<file path="src/rtl/seg_rotor_pkg.sv">
package seg_rotor_pkg;
  localparam int SEGS   = 16;
  localparam int SEG_W  = $clog2(SEGS);
  localparam int SIZE_W = SEG_W + 1;

  // per-line placement record: 1 + SEG_W + SEG_W bits
  typedef struct packed {
    logic             comp;
    logic [SEG_W-1:0] off;
    logic [SEG_W-1:0] szm1;
  } line_meta_t;
endpackage

</file>
<file path="src/rtl/seg_rotor_meta.sv">
module seg_rotor_meta
  import seg_rotor_pkg::*;
#(
  parameter int NUM_LINES = 8,
  parameter int CNT_W     = 12,
  parameter int LIDX_W    = $clog2(NUM_LINES)
) (
  input  logic              clk,
  input  logic              rst_n,
  input  logic              upd_en,
  input  logic [LIDX_W-1:0] upd_line,
  input  line_meta_t        upd_meta,
  input  logic              upd_wrap,
  input  logic [LIDX_W-1:0] a_line,
  output line_meta_t        a_meta,
  output logic              a_used,
  input  logic [LIDX_W-1:0] b_line,
  output line_meta_t        b_meta,
  output logic [CNT_W-1:0]  b_wear
);
  line_meta_t       meta_all [NUM_LINES];
  logic             used_all [NUM_LINES];
  logic [CNT_W-1:0] wear_all [NUM_LINES];

  for (genvar g = 0; g < NUM_LINES; g++) begin : g_line
    line_meta_t       meta_q, meta_d;
    logic             used_q, used_d;
    logic [CNT_W-1:0] wear_q, wear_d;
    logic             hit;

    assign hit = upd_en && (upd_line == LIDX_W'(g));

    always_comb begin
      meta_d = meta_q;
      used_d = used_q;
      wear_d = wear_q;
      if (hit) begin
        meta_d = upd_meta;
        used_d = 1'b1;
        if (upd_wrap) wear_d = wear_q + CNT_W'(1);
      end
    end

    always_ff @(posedge clk or negedge rst_n) begin
      if (!rst_n) begin
        meta_q <= '0;
        used_q <= 1'b0;
        wear_q <= '0;
      end else begin
        meta_q <= meta_d;
        used_q <= used_d;
        wear_q <= wear_d;
      end
    end

    assign meta_all[g] = meta_q;
    assign used_all[g] = used_q;
    assign wear_all[g] = wear_q;
  end

  assign a_meta = meta_all[a_line];
  assign a_used = used_all[a_line];
  assign b_meta = meta_all[b_line];
  assign b_wear = wear_all[b_line];
endmodule

</file>
<file path="src/rtl/seg_rotor_seq.sv">
module seg_rotor_seq
  import seg_rotor_pkg::*;
#(
  parameter int LIDX_W = 3,
  parameter int PAY_W  = 1
) (
  input  logic              clk,
  input  logic              rst_n,
  input  logic              start,
  input  logic [LIDX_W-1:0] start_line,
  input  logic [SEG_W-1:0]  start_base,
  input  logic [SEG_W-1:0]  start_cnt_m1,
  input  logic [PAY_W-1:0]  start_pay,
  output logic              ready,
  output logic              out_valid,
  output logic [LIDX_W-1:0] out_line,
  output logic [SEG_W-1:0]  out_addr,
  output logic [SEG_W-1:0]  out_idx,
  output logic              out_last,
  output logic [PAY_W-1:0]  out_pay
);
  logic              act_q, act_d;
  logic [LIDX_W-1:0] line_q, line_d;
  logic [SEG_W-1:0]  base_q, base_d;
  logic [SEG_W-1:0]  cnt_q, cnt_d;
  logic [SEG_W-1:0]  n_q, n_d;
  logic [PAY_W-1:0]  pay_q, pay_d;
  logic              last;

  assign last  = act_q && (n_q == cnt_q);
  assign ready = !act_q || last;

  always_comb begin
    act_d  = act_q;
    line_d = line_q;
    base_d = base_q;
    cnt_d  = cnt_q;
    n_d    = n_q;
    pay_d  = pay_q;
    if (start) begin
      act_d  = 1'b1;
      line_d = start_line;
      base_d = start_base;
      cnt_d  = start_cnt_m1;
      n_d    = '0;
      pay_d  = start_pay;
    end else if (act_q) begin
      if (last) act_d = 1'b0;
      else      n_d   = n_q + SEG_W'(1);
    end
  end

  always_ff @(posedge clk or negedge rst_n) begin
    if (!rst_n) begin
      act_q  <= 1'b0;
      line_q <= '0;
      base_q <= '0;
      cnt_q  <= '0;
      n_q    <= '0;
      pay_q  <= '0;
    end else begin
      act_q  <= act_d;
      line_q <= line_d;
      base_q <= base_d;
      cnt_q  <= cnt_d;
      n_q    <= n_d;
      pay_q  <= pay_d;
    end
  end

  // physical slot wraps naturally in SEG_W bits
  assign out_valid = act_q;
  assign out_line  = line_q;
  assign out_addr  = base_q + n_q;
  assign out_idx   = n_q;
  assign out_last  = last;
  assign out_pay   = pay_q;
endmodule

</file>
<file path="src/rtl/seg_rotor.sv">
module seg_rotor
  import seg_rotor_pkg::*;
#(
  parameter int NUM_LINES = 8,
  parameter int CNT_W     = 12,
  parameter int LIDX_W    = $clog2(NUM_LINES)
) (
  input  logic              clk,
  input  logic              rst_n,
  input  logic              wr_req_valid,
  input  logic [LIDX_W-1:0] wr_req_line,
  input  logic [4:0]        wr_req_nseg,
  input  logic              wr_req_comp,
  output logic              wr_ready,
  output logic              seg_wr_valid,
  output logic [LIDX_W-1:0] seg_wr_line,
  output logic [3:0]        seg_wr_addr,
  output logic [3:0]        seg_wr_idx,
  output logic              seg_wr_last,
  output logic              seg_wr_comp,
  input  logic              rd_req_valid,
  input  logic [LIDX_W-1:0] rd_req_line,
  output logic              rd_ready,
  output logic              rd_addr_valid,
  output logic [LIDX_W-1:0] rd_addr_line,
  output logic [3:0]        rd_addr,
  output logic              rd_addr_last,
  output logic              rd_comp,
  output logic [CNT_W-1:0]  rd_wear
);
  line_meta_t        a_meta, b_meta, new_meta;
  logic              a_used;
  logic [CNT_W-1:0]  b_wear;
  logic [SIZE_W-1:0] wr_len, span;
  logic [SEG_W-1:0]  wr_start;
  logic              size_ok, wr_go, wrap, rd_go;
  logic [CNT_W:0]    rd_pay;

  // write side: placement decision
  always_comb begin
    wr_len   = wr_req_comp ? wr_req_nseg : SIZE_W'(SEGS);
    size_ok  = !wr_req_comp ||
               ((wr_req_nseg != '0) && (wr_req_nseg <= SIZE_W'(SEGS)));
    wr_start = a_used ? (a_meta.off + a_meta.szm1 + SEG_W'(1)) : '0;
    span     = {1'b0, wr_start} + wr_len;
    wrap     = span > SIZE_W'(SEGS);
    new_meta.comp = wr_req_comp;
    new_meta.off  = wr_start;
    new_meta.szm1 = SEG_W'(wr_len - SIZE_W'(1));
  end

  assign wr_go = wr_req_valid && wr_ready && size_ok;
  assign rd_go = rd_req_valid && rd_ready;

  seg_rotor_meta #(
    .NUM_LINES(NUM_LINES), .CNT_W(CNT_W), .LIDX_W(LIDX_W)
  ) u_meta (
    .clk     (clk),
    .rst_n   (rst_n),
    .upd_en  (wr_go),
    .upd_line(wr_req_line),
    .upd_meta(new_meta),
    .upd_wrap(wrap),
    .a_line  (wr_req_line),
    .a_meta  (a_meta),
    .a_used  (a_used),
    .b_line  (rd_req_line),
    .b_meta  (b_meta),
    .b_wear  (b_wear)
  );

  seg_rotor_seq #(.LIDX_W(LIDX_W), .PAY_W(1)) u_wseq (
    .clk         (clk),
    .rst_n       (rst_n),
    .start       (wr_go),
    .start_line  (wr_req_line),
    .start_base  (wr_start),
    .start_cnt_m1(new_meta.szm1),
    .start_pay   (wr_req_comp),
    .ready       (wr_ready),
    .out_valid   (seg_wr_valid),
    .out_line    (seg_wr_line),
    .out_addr    (seg_wr_addr),
    .out_idx     (seg_wr_idx),
    .out_last    (seg_wr_last),
    .out_pay     (seg_wr_comp)
  );

  logic [SEG_W-1:0] rd_idx_unused;

  seg_rotor_seq #(.LIDX_W(LIDX_W), .PAY_W(CNT_W + 1)) u_rseq (
    .clk         (clk),
    .rst_n       (rst_n),
    .start       (rd_go),
    .start_line  (rd_req_line),
    .start_base  (b_meta.off),
    .start_cnt_m1(b_meta.szm1),
    .start_pay   ({b_meta.comp, b_wear}),
    .ready       (rd_ready),
    .out_valid   (rd_addr_valid),
    .out_line    (rd_addr_line),
    .out_addr    (rd_addr),
    .out_idx     (rd_idx_unused),
    .out_last    (rd_addr_last),
    .out_pay     (rd_pay)
  );

  assign rd_comp = rd_pay[CNT_W];
  assign rd_wear = rd_pay[CNT_W-1:0];

  logic unused_ok;
  assign unused_ok = &{1'b0, rd_idx_unused};
endmodule

</file>
<file path="config.mk">
export PLATFORM = sky130hd
export DESIGN_NAME = seg_rotor
export DESIGN_NICKNAME = d
export VERILOG_FILES = /design/src/rtl/seg_rotor_pkg.sv /design/src/rtl/seg_rotor_meta.sv /design/src/rtl/seg_rotor_seq.sv /design/src/rtl/seg_rotor.sv
export SDC_FILE = /design/constraint.sdc
export NUM_CORES = 1
export LEC_CHECK = 0
export CAP_MARGIN = 25
export CORE_UTILIZATION = 35
export DETAILED_ROUTE_END_ITERATION = 16
export RECOVER_POWER = 50
export SYNTH_ARGS = -nofsm -noshare
export SYNTH_HDL_FRONTEND = slang
export SYNTH_SLANG_ARGS = --single-unit
export TNS_END_PERCENT = 20
</file>
<file path="constraint.sdc">
create_clock -name clk -period 4.2 [get_ports clk]
set_input_delay 1.26 -clock clk [delete_from_list [all_inputs] [get_ports clk]]
set_output_delay 1.26 -clock clk [all_outputs]
set_load 0.02 [all_outputs]
</file>
# [After elaboration in Yosys (flattened, before gate mapping)]
# Cells that the tools add are included.
[classes] mux=26 n_addsub=16 bitwise_logic=2 order_cmp=4 n_reduce_logical=34 eq_ne=11
[ops] cell="12-bit by 1-bit adder with 12-bit output, second input constant" n=8
[ops] cell="9-bit binary-select mux with 3-bit select" n=2
[ops] cell="12-bit binary-select mux with 3-bit select" n=1
[ops] cell="4-bit 2-to-1 mux" n=7
[ops] cell="12-bit 2-to-1 mux" n=2
[ops] cell="2-bit AND reduction" n=10
[ops] cell="9-bit 2-to-1 mux" n=2
[ops] cell="8-bit 2-to-1 mux" n=2
[ops] cell="1-bit logical AND" n=14
[ops] cell="4-bit by 1-bit adder with 4-bit output, second input constant" n=3
[ops] cell="4-bit adder" n=3
[ops] cell="3-bit equality test, second input constant" n=4
[ops] cell="4-bit equality test" n=2
[ops] cell="4-bit >= comparator, second input constant" n=2
[ops] cell="1-bit 2-to-1 mux" n=8
[ops] cell="3-bit NOT with 4-bit output" n=2
[ops] cell="3-bit by 2-bit equality test with 1-bit output, second input constant" n=2
[ops] cell="4-bit by 5-bit adder with 5-bit output" n=1
[ops] cell="5-bit greater-than comparator, second input constant" n=1
[ops] cell="5-bit less-or-equal comparator, second input constant" n=1
[ops] cell="5-bit 2-to-1 mux" n=1
[ops] cell="5-bit nonzero test" n=1
[ops] cell="2-bit inequality test, second input constant" n=2
[ops] cell="2-bit nonzero test" n=2
[ops] cell="other kinds (6)" n=10
[totals] regBits=222 out_inout_bits=38

# [Depth between registers and ports, before layout]
[logic_depth] ltp_word=10 ltp_mapped=19 ltp_nobuf=15

# [By module]
# A second synthesis with hierarchy kept.
[unflattened] hier_cells=871 area_unflattened_um2=11548.6
[modules_own_cells] mod="seg_rotor_meta" cells_each=658 area_each_um2=9027.4 instances=1
[modules_own_cells] mod="seg_rotor_seq at u_rseq" cells_each=91 area_each_um2=1278.7 instances=1
[modules_own_cells] mod="seg_rotor_seq at u_wseq" cells_each=66 area_each_um2=839.6 instances=1
[modules_own_cells] mod="seg_rotor" cells_each=56 area_each_um2=402.9 instances=1

# [Least setup slack after synthesis]
# OpenSTA, ideal clock, no wires.
[synth_path] path_type="input -> register" startpoint="input wr_req_line[0]" endpoint="register u_meta.g_line[6].wear_q[6]" setup_ns=0.123 arrival_time_ns=5.619 cell_stages=15 slack_ns=-1.541 path_buffers=3 path_cell_list="buf_4 -> buf_1 -> mux4_2 -> mux2i_1 -> ha_1 -> fa_1 -> or2_2 -> clkbuf_1 -> fa_1 -> nand2b_1 -> a21oi_1 -> xnor2_1 -> nand2_1 -> or4_1 -> xnor2_1"
[synth_via] elab_chain_cells=10 elab_cells_between_ends=15 cone_classes="add/sub (3); order compare (1); eq/ne (1); mux (7); bitwise (1); reduce/logical (2)"
[synth_rtl] element="from (decl)" line_no="seg_rotor.sv:11" text="input logic [LIDX_W-1:0] wr_req_line,"
[synth_rtl] element="3-bit NOT with 4-bit output (implied by the code)" line_no="seg_rotor_meta.sv:61, seg_rotor_meta.sv:62"
[synth_rtl] element="9-bit binary-select mux with 3-bit select" line_no="seg_rotor_meta.sv:61" text="assign a_meta = meta_all[a_line];"
[synth_rtl] element="8-bit 2-to-1 mux (implied by the code) (2 in a row)" line_no="seg_rotor_meta.sv:61"
[synth_rtl] element="4-bit adder" line_no="seg_rotor.sv:44" text="wr_start = a_used ? (a_meta.off + a_meta.szm1 + SEG_W'(1)) : '0;"
[synth_rtl] element="4-bit by 1-bit adder with 4-bit output" line_no="seg_rotor.sv:44"
[synth_rtl] element="4-bit 2-to-1 mux" line_no="seg_rotor.sv:44"
[synth_rtl] element="4-bit by 5-bit adder with 5-bit output" line_no="seg_rotor.sv:45" text="span = {1'b0, wr_start} + wr_len;"
[synth_rtl] element="5-bit greater-than comparator" line_no="seg_rotor.sv:46" text="wrap = span > SIZE_W'(SEGS);"
[synth_rtl] element="2-bit AND reduction (no source line) *"
[synth_rtl] element="to (signal assigned)" line_no="seg_rotor_meta.sv:52" text="wear_q <= wear_d;"
[synth_rtl] element="to (decl)" line_no="seg_rotor_meta.sv:28" text="logic [CNT_W-1:0] wear_q, wear_d;"
# Every way passes the cells marked *; elsewhere a longest branch is shown, timed or not. The select of a mux whose other input is x is not followed.
# A chain may end at the register's enable or synchronous reset.

# [Final worst setup path]
[layout_path] startpoint="input wr_req_line[0]" endpoint="register u_meta.g_line[0].wear_q[6]"
[layout_via] elab_chain_cells=10 elab_cells_between_ends=15 cone_classes="add/sub (3); order compare (1); mux (7); bitwise (1); reduce/logical (3)"
[layout_rtl] element="3-bit NOT with 4-bit output (implied by the code)" line_no="seg_rotor_meta.sv:61, seg_rotor_meta.sv:62"
[layout_rtl] element="9-bit binary-select mux with 3-bit select" line_no="seg_rotor_meta.sv:61"
[layout_rtl] element="8-bit 2-to-1 mux (implied by the code) (2 in a row)" line_no="seg_rotor_meta.sv:61"
[layout_rtl] element="4-bit adder" line_no="seg_rotor.sv:44"
[layout_rtl] element="4-bit by 1-bit adder with 4-bit output" line_no="seg_rotor.sv:44"
[layout_rtl] element="4-bit 2-to-1 mux" line_no="seg_rotor.sv:44"
[layout_rtl] element="4-bit by 5-bit adder with 5-bit output" line_no="seg_rotor.sv:45"
[layout_rtl] element="5-bit greater-than comparator" line_no="seg_rotor.sv:46"
[layout_rtl] element="2-bit AND reduction (no source line) *"
[layout_rtl] element="to (signal assigned)" line_no="seg_rotor_meta.sv:52"
[layout_rtl] element="to (decl)" line_no="seg_rotor_meta.sv:28"
# Marks and branches as above.

==> impl_table.tex <==
\begin{tabular}{lr}
\hline
Metric & Value \\
\hline
\multicolumn{2}{l}{\textbf{Route}} \\
Router iterations before antenna repair & 5 \\
Average detailed-routed wire length per instance & between 15 and 20 um \\
Total via count in the routed design & $\sim$8300 \\
Residual DRC count & 0 \\
Final routed wirelength across all metal layers & around 30000 um \\
Residual antenna-violating net count after detailed routing & 0 \\
Drt initial violations & 608 \\
Via-per-instance ratio & around 5 \\
\multicolumn{2}{l}{\textbf{Final layout}} \\
Final antenna diode count & 0 \\
Sequential Area & around 0.0056 mm2 \\
Count of fill cells added during filler insertion & a little under 3000 \\
Number of nets at the end of the flow & $\sim$1200 \\
Fraction of final layout cells sized beyond drive strength 1 & about 30\% \\
Area overhead of the layout relative to synthesis & 31.04\% \\
Layout Cells excl Fill & about 1600 \\
Multi-input logic area & $\sim$0.0065 mm2 \\
\multicolumn{2}{l}{\textbf{GRT}} \\
First-pass GRT wire length & $\sim$47000 um \\
Overall fraction of global-route tracks in use & 17.98\% \\
Global routing's busiest layer & met2 \\
M3 GR Usage & roughly 2.2\% \\
Pin count of the biggest net entering global routing & between 70 and 80 \\
Met1 track utilization from global routing & approximately 26\% \\
Number of global-route vias before repair & around 8500 \\
Initial antenna violation count & 0 \\
Grt met2 use & 28.83\% \\
Gr ovfl total & 0 \\
\multicolumn{2}{l}{\textbf{STA}} \\
Final worst path period share & 105.0\% \\
Worst path setup slack after routing & -209.0 ps \\
Count of final setup violators & 90 \\
Rel. slew slack & -19.46\% \\
Worst hold slack & roughly 460 ps \\
Post-route setup TNS & -9138 ps \\
Slew @ Worst Pin & 1792 ps \\
Number of endpoints with negative hold slack in the final report & 0 \\
Setup repair after global routing missed its margin & true \\
Fin Clk Skew & roughly 11 ps \\
Clock period minus final worst setup slack & between 4000 and 5000 ps \\
Max Clk Rate & roughly 230 MHz \\
Count of pins over their slew limit & 72 \\
\multicolumn{2}{l}{\textbf{Synthesis}} \\
Cell accounting for the most synthesized area & sky130\_fd\_sc\_hd\_\_dfrtp\_1 \\
YS warnings & 0 \\
Number of flip-flops and latches in the synthesized netlist & roughly 220 \\
Seq/Total Area, Yosys & between 40\% and 50\% \\
Mapped Nets & 1068 \\
Instance count of the mapped netlist & between 1000 and 1500 \\
Area share of the largest cell type after synthesis & a little under half \\
Fraction of synthesis flops using an asynchronous set or reset pin & 100.0\% \\
Post-synth EDFFs & 0 \\
Count of different cell masters after synthesis & 57 \\
Main flop type after synthesis & sky130\_fd\_sc\_hd\_\_dfrtp\_1 \\
Combined area of all synthesized cells & roughly 0.012 mm2 \\
Biggest area contributors in the synthesized netlist & sky130\_fd\_sc\_hd\_\_dfrtp\_1 48\%, sky130\_fd\_sc\_hd\_\_mux4\_2 11\%, sky130\_fd\_sc\_hd\_\_nand2\_1 4.7\% \\
Average instance area after synthesis & between 10 and 15 um2 \\
\multicolumn{2}{l}{\textbf{Placement}} \\
Half-perimeter wire length after detailed placement & a little over 20000 um \\
Placer's final routability congestion estimate & $\sim$0.81 \\
Number of port buffers & 53 \\
Placed cells & 1550 \\
\multicolumn{2}{l}{\textbf{Critical path}} \\
Worst path slowest cell & sky130\_fd\_sc\_hd\_\_mux4\_2 \\
Endpoint class of the critical path & flop \\
End of the worst register-to-register path & u\_meta.g\_line[0].wear\_q[6]\$\_DFFE\_PN0P\_ \\
Critical path's most frequent cell & sky130\_fd\_sc\_hd\_\_buf\_12 \\
Arrival time at the worst endpoint & slightly below 5000 ps \\
Required @ worst endpoint & roughly 4700 ps \\
Number of cells traversed by the worst register-to-register path & 14 \\
Critical path peak fanout & 5 \\
R2r setup slk & approximately 360 ps \\
Setup crit end & u\_meta.g\_line[0].wear\_q[6]\$\_DFFE\_PN0P\_ \\
Launch point of the worst path & wr\_req\_line[0] \\
Critical path's largest stage delay & 510 ps \\
Worst reg2reg path startpoint & u\_meta.g\_line[7].meta\_q[4]\$\_DFFE\_PN0P\_ \\
Kind of critical path & in -> reg \\
Cells along the critical path & buf\_12 -> buf\_12 -> mux4\_2 -> mux2i\_1 -> ha\_2 -> fa\_1 -> or2\_4 -> fa\_2 -> nand2b\_4 -> a21oi\_4 -> xnor2\_4 -> buf\_6 -> nand3\_4 -> clkbuf\_16 -> nor3\_1 -> xnor2\_1 \\
Critical Path Source Type & primary input \\
\multicolumn{2}{l}{\textbf{Clocking}} \\
Clock insertion delay at the later pin of the skew report & roughly 530 ps \\
Clock Tree Root & sky130\_fd\_sc\_hd\_\_clkbuf\_16 \\
Clock-pin slew on the worst setup and hold paths & 60 ps \\
Post-CTS Hold Buffers & 0 \\
CTS HTree Levels & 1 \\
TritonCTS clock tree & yes \\
Number of buffers inserted during clock tree synthesis & 27 \\
Clock sink count & 222 \\
CTS max path bufs & 3 \\
\multicolumn{2}{l}{\textbf{Job}} \\
Number of max-cap violations & 1 \\
\multicolumn{2}{l}{\textbf{Die}} \\
Die Width & approximately 180 um \\
Initial Utilization & a little over a third \\
Total core area & about 0.033 mm2 \\
Top-level port count & between 50 and 60 \\
DIE HEIGHT & $\sim$180 um \\
Count of standard-cell rows & between 60 and 70 \\
Die footprint & 0.03389 mm2 \\
\multicolumn{2}{l}{\textbf{Status}} \\
Violated checks & max-capacitance violations, max-slew violations, negative setup slack \\
Result of the run & finished, violations left \\
\multicolumn{2}{l}{\textbf{Power}} \\
Max VDD drop & about 390 uV \\
Total chip power & about 9 mW \\
Power per unit of standard cell area & about 590 mW/mm2 \\
Static Leak & about 7 nW \\
\multicolumn{2}{l}{\textbf{Min path}} \\
Path category of the worst min-delay check & reg -> reg \\
\hline
\end{tabular}
-- registers in the layout, summed over array words and instances (netlist names), 3 cells and up --
register,cells
u_meta.g_line.meta_q,72
u_meta.g_line.used_q,8
u_meta.g_line.wear_q,96
u_rseq.base_q,4
u_rseq.cnt_q,4
u_rseq.out_idx,4
u_rseq.out_line,3
u_rseq.out_pay,13
u_wseq.base_q,4
u_wseq.cnt_q,4
u_wseq.out_idx,4
u_wseq.out_line,3
-- worst max-delay path: cells and delay by family --
| family | cells | cell delay (ps) |
|---|---|---|
| muxes | 2 | 700 |
| xor gates and xnor gates | 2 | 320 |
| adders and majority gates | 3 | 1020 |
| AOI/OAI and AO/OA | 1 | 200 |
| buffers and inverters | 4 | 560 |
| and+or+nand+nor | 4 | 780 |
-- repair_timing --
item | CTS | global route
pin swaps | 74 | 47
setup buffers | 10 | 3
gates resized for setup | 126 | 32
setup endpoints to repair | 96 | 96
cloned | 5 | 4
-- worst min path at each step --
stage | end | cells after the start | start
after floorplan | u_meta.g_line[3].used_q$_DFFE_PN0P_ | 1 | u_meta.g_line[3].used_q$_DFFE_PN0P_
after global placement | u_meta.g_line[1].used_q$_DFFE_PN0P_ | 1 | u_meta.g_line[1].used_q$_DFFE_PN0P_
after detailed placement | u_meta.g_line[7].used_q$_DFFE_PN0P_ | 1 | u_meta.g_line[7].used_q$_DFFE_PN0P_
after CTS | u_meta.g_line[7].used_q$_DFFE_PN0P_ | 1 | u_meta.g_line[7].used_q$_DFFE_PN0P_
after global routing | u_meta.g_line[7].used_q$_DFFE_PN0P_ | 1 | u_meta.g_line[7].used_q$_DFFE_PN0P_
final | u_meta.g_line[0].used_q$_DFFE_PN0P_ | 1 | u_meta.g_line[0].used_q$_DFFE_PN0P_
-- logic make-up after synthesis --
kind of cell               synth area share [%]
and+or+nand+nor                           15.24
DFF                                       47.88
muxes                                     16.85
xor gates and xnor gates                  8.907
AOI/OAI and AO/OA                         4.895
buffers and inverters                     2.955
adders and majority gates                 3.278
-- per-layer routing --
layer / part of all wire, % / vias up / routed length [um]
li1: - / 3863 / -
met1: 48 / 4233 / 14050
met2: 46 / 182 / 13690
met3: 4.5 / 36 / 1345
met4: 1.7 / 0 / 490
met5: 0 / - / 0
-- cell usage after synthesis (2+ instances only) --
cell / instances
sky130_fd_sc_hd__nor3b_1: 2
sky130_fd_sc_hd__nand2_2: 2
sky130_fd_sc_hd__buf_2: 4
sky130_fd_sc_hd__mux2i_1: 27
sky130_fd_sc_hd__nor2b_1: 4
sky130_fd_sc_hd__nand3_2: 2
sky130_fd_sc_hd__nor4_1: 21
sky130_fd_sc_hd__nor2_8: 3
sky130_fd_sc_hd__a21o_1: 2
sky130_fd_sc_hd__fa_1: 4
sky130_fd_sc_hd__and3_1: 11
sky130_fd_sc_hd__inv_1: 33
sky130_fd_sc_hd__xnor2_1: 59
sky130_fd_sc_hd__mux2_4: 2
sky130_fd_sc_hd__nand2b_1: 10
sky130_fd_sc_hd__o21ai_0: 73
sky130_fd_sc_hd__clkbuf_1: 27
sky130_fd_sc_hd__buf_1: 8
sky130_fd_sc_hd__a21oi_1: 17
sky130_fd_sc_hd__ha_1: 24
sky130_fd_sc_hd__o22ai_1: 2
sky130_fd_sc_hd__and4_1: 2
sky130_fd_sc_hd__dfrtp_1: 222
sky130_fd_sc_hd__buf_6: 2
sky130_fd_sc_hd__nand4_1: 9
sky130_fd_sc_hd__nor2_1: 32
sky130_fd_sc_hd__xor2_1: 59
sky130_fd_sc_hd__or3_1: 2
sky130_fd_sc_hd__a221oi_1: 2
sky130_fd_sc_hd__mux4_2: 55
sky130_fd_sc_hd__or2_2: 5
sky130_fd_sc_hd__buf_4: 4
sky130_fd_sc_hd__mux2_2: 37
sky130_fd_sc_hd__nand2_1: 144
sky130_fd_sc_hd__and2_1: 10
sky130_fd_sc_hd__nand3_1: 51
sky130_fd_sc_hd__nor3_1: 31
-- area by class of cell --
type / count / area share, %
Tap cell: 442 / 3.637
Clock inverter: 6 / 0.5924
Multi-Input combinational cell: 721 / 42.96
Inverter: 35 / 0.8640
Timing Repair Buffer: 150 / 10.29
Clock buffer: 41 / 5.118
Sequential cell: 222 / 36.53
-- layout by cell type (no fill, tap or decap), types with 5 or more instances in the layout --
master / count
sky130_fd_sc_hd__xnor2_1: 56
sky130_fd_sc_hd__nand3_2: 11
sky130_fd_sc_hd__clkdlybuf4s50_1: 48
sky130_fd_sc_hd__nand3_1: 41
sky130_fd_sc_hd__and3_1: 11
sky130_fd_sc_hd__clkbuf_1: 9
sky130_fd_sc_hd__dfrtp_1: 222
sky130_fd_sc_hd__ha_1: 20
sky130_fd_sc_hd__buf_12: 14
sky130_fd_sc_hd__nand4_1: 9
sky130_fd_sc_hd__nor2_2: 5
sky130_fd_sc_hd__buf_4: 65
sky130_fd_sc_hd__inv_1: 32
sky130_fd_sc_hd__buf_6: 11
sky130_fd_sc_hd__nand2b_1: 9
sky130_fd_sc_hd__clkbuf_16: 30
sky130_fd_sc_hd__nor2_1: 24
sky130_fd_sc_hd__nand2_1: 139
sky130_fd_sc_hd__nor4_4: 17
sky130_fd_sc_hd__mux4_2: 55
sky130_fd_sc_hd__a21oi_1: 15
sky130_fd_sc_hd__nor3_2: 11
sky130_fd_sc_hd__and2_1: 9
sky130_fd_sc_hd__mux2i_1: 24
sky130_fd_sc_hd__nor2_4: 5
sky130_fd_sc_hd__o21ai_0: 73
sky130_fd_sc_hd__clkbuf_8: 5
sky130_fd_sc_hd__nor3_4: 21
sky130_fd_sc_hd__mux2_2: 35
sky130_fd_sc_hd__xor2_1: 58
-- per-stage QoR --
| stage | utilization, % | worst slack, ps | area (um2) |
|---|---|---|---|
| global placement | 40.66 | -1288 | 13260 |
| finish | 46.62 | -209.0 | 15210 |
| detailed placement | 40.66 | -1374 | 13260 |
| CTS | 46.02 | -181.5 | 15010 |
| floorplan | - | -761.6 | 11730 |
| global route | 46.62 | -337.6 | 15210 |
-- power by group --
part	switching [mW]	internal, mW
Clock	0.907	1.39
Sequential	0.475	2.70
Combinational	1.76	1.79
Note: power is estimated with default switching activity, not from simulation.
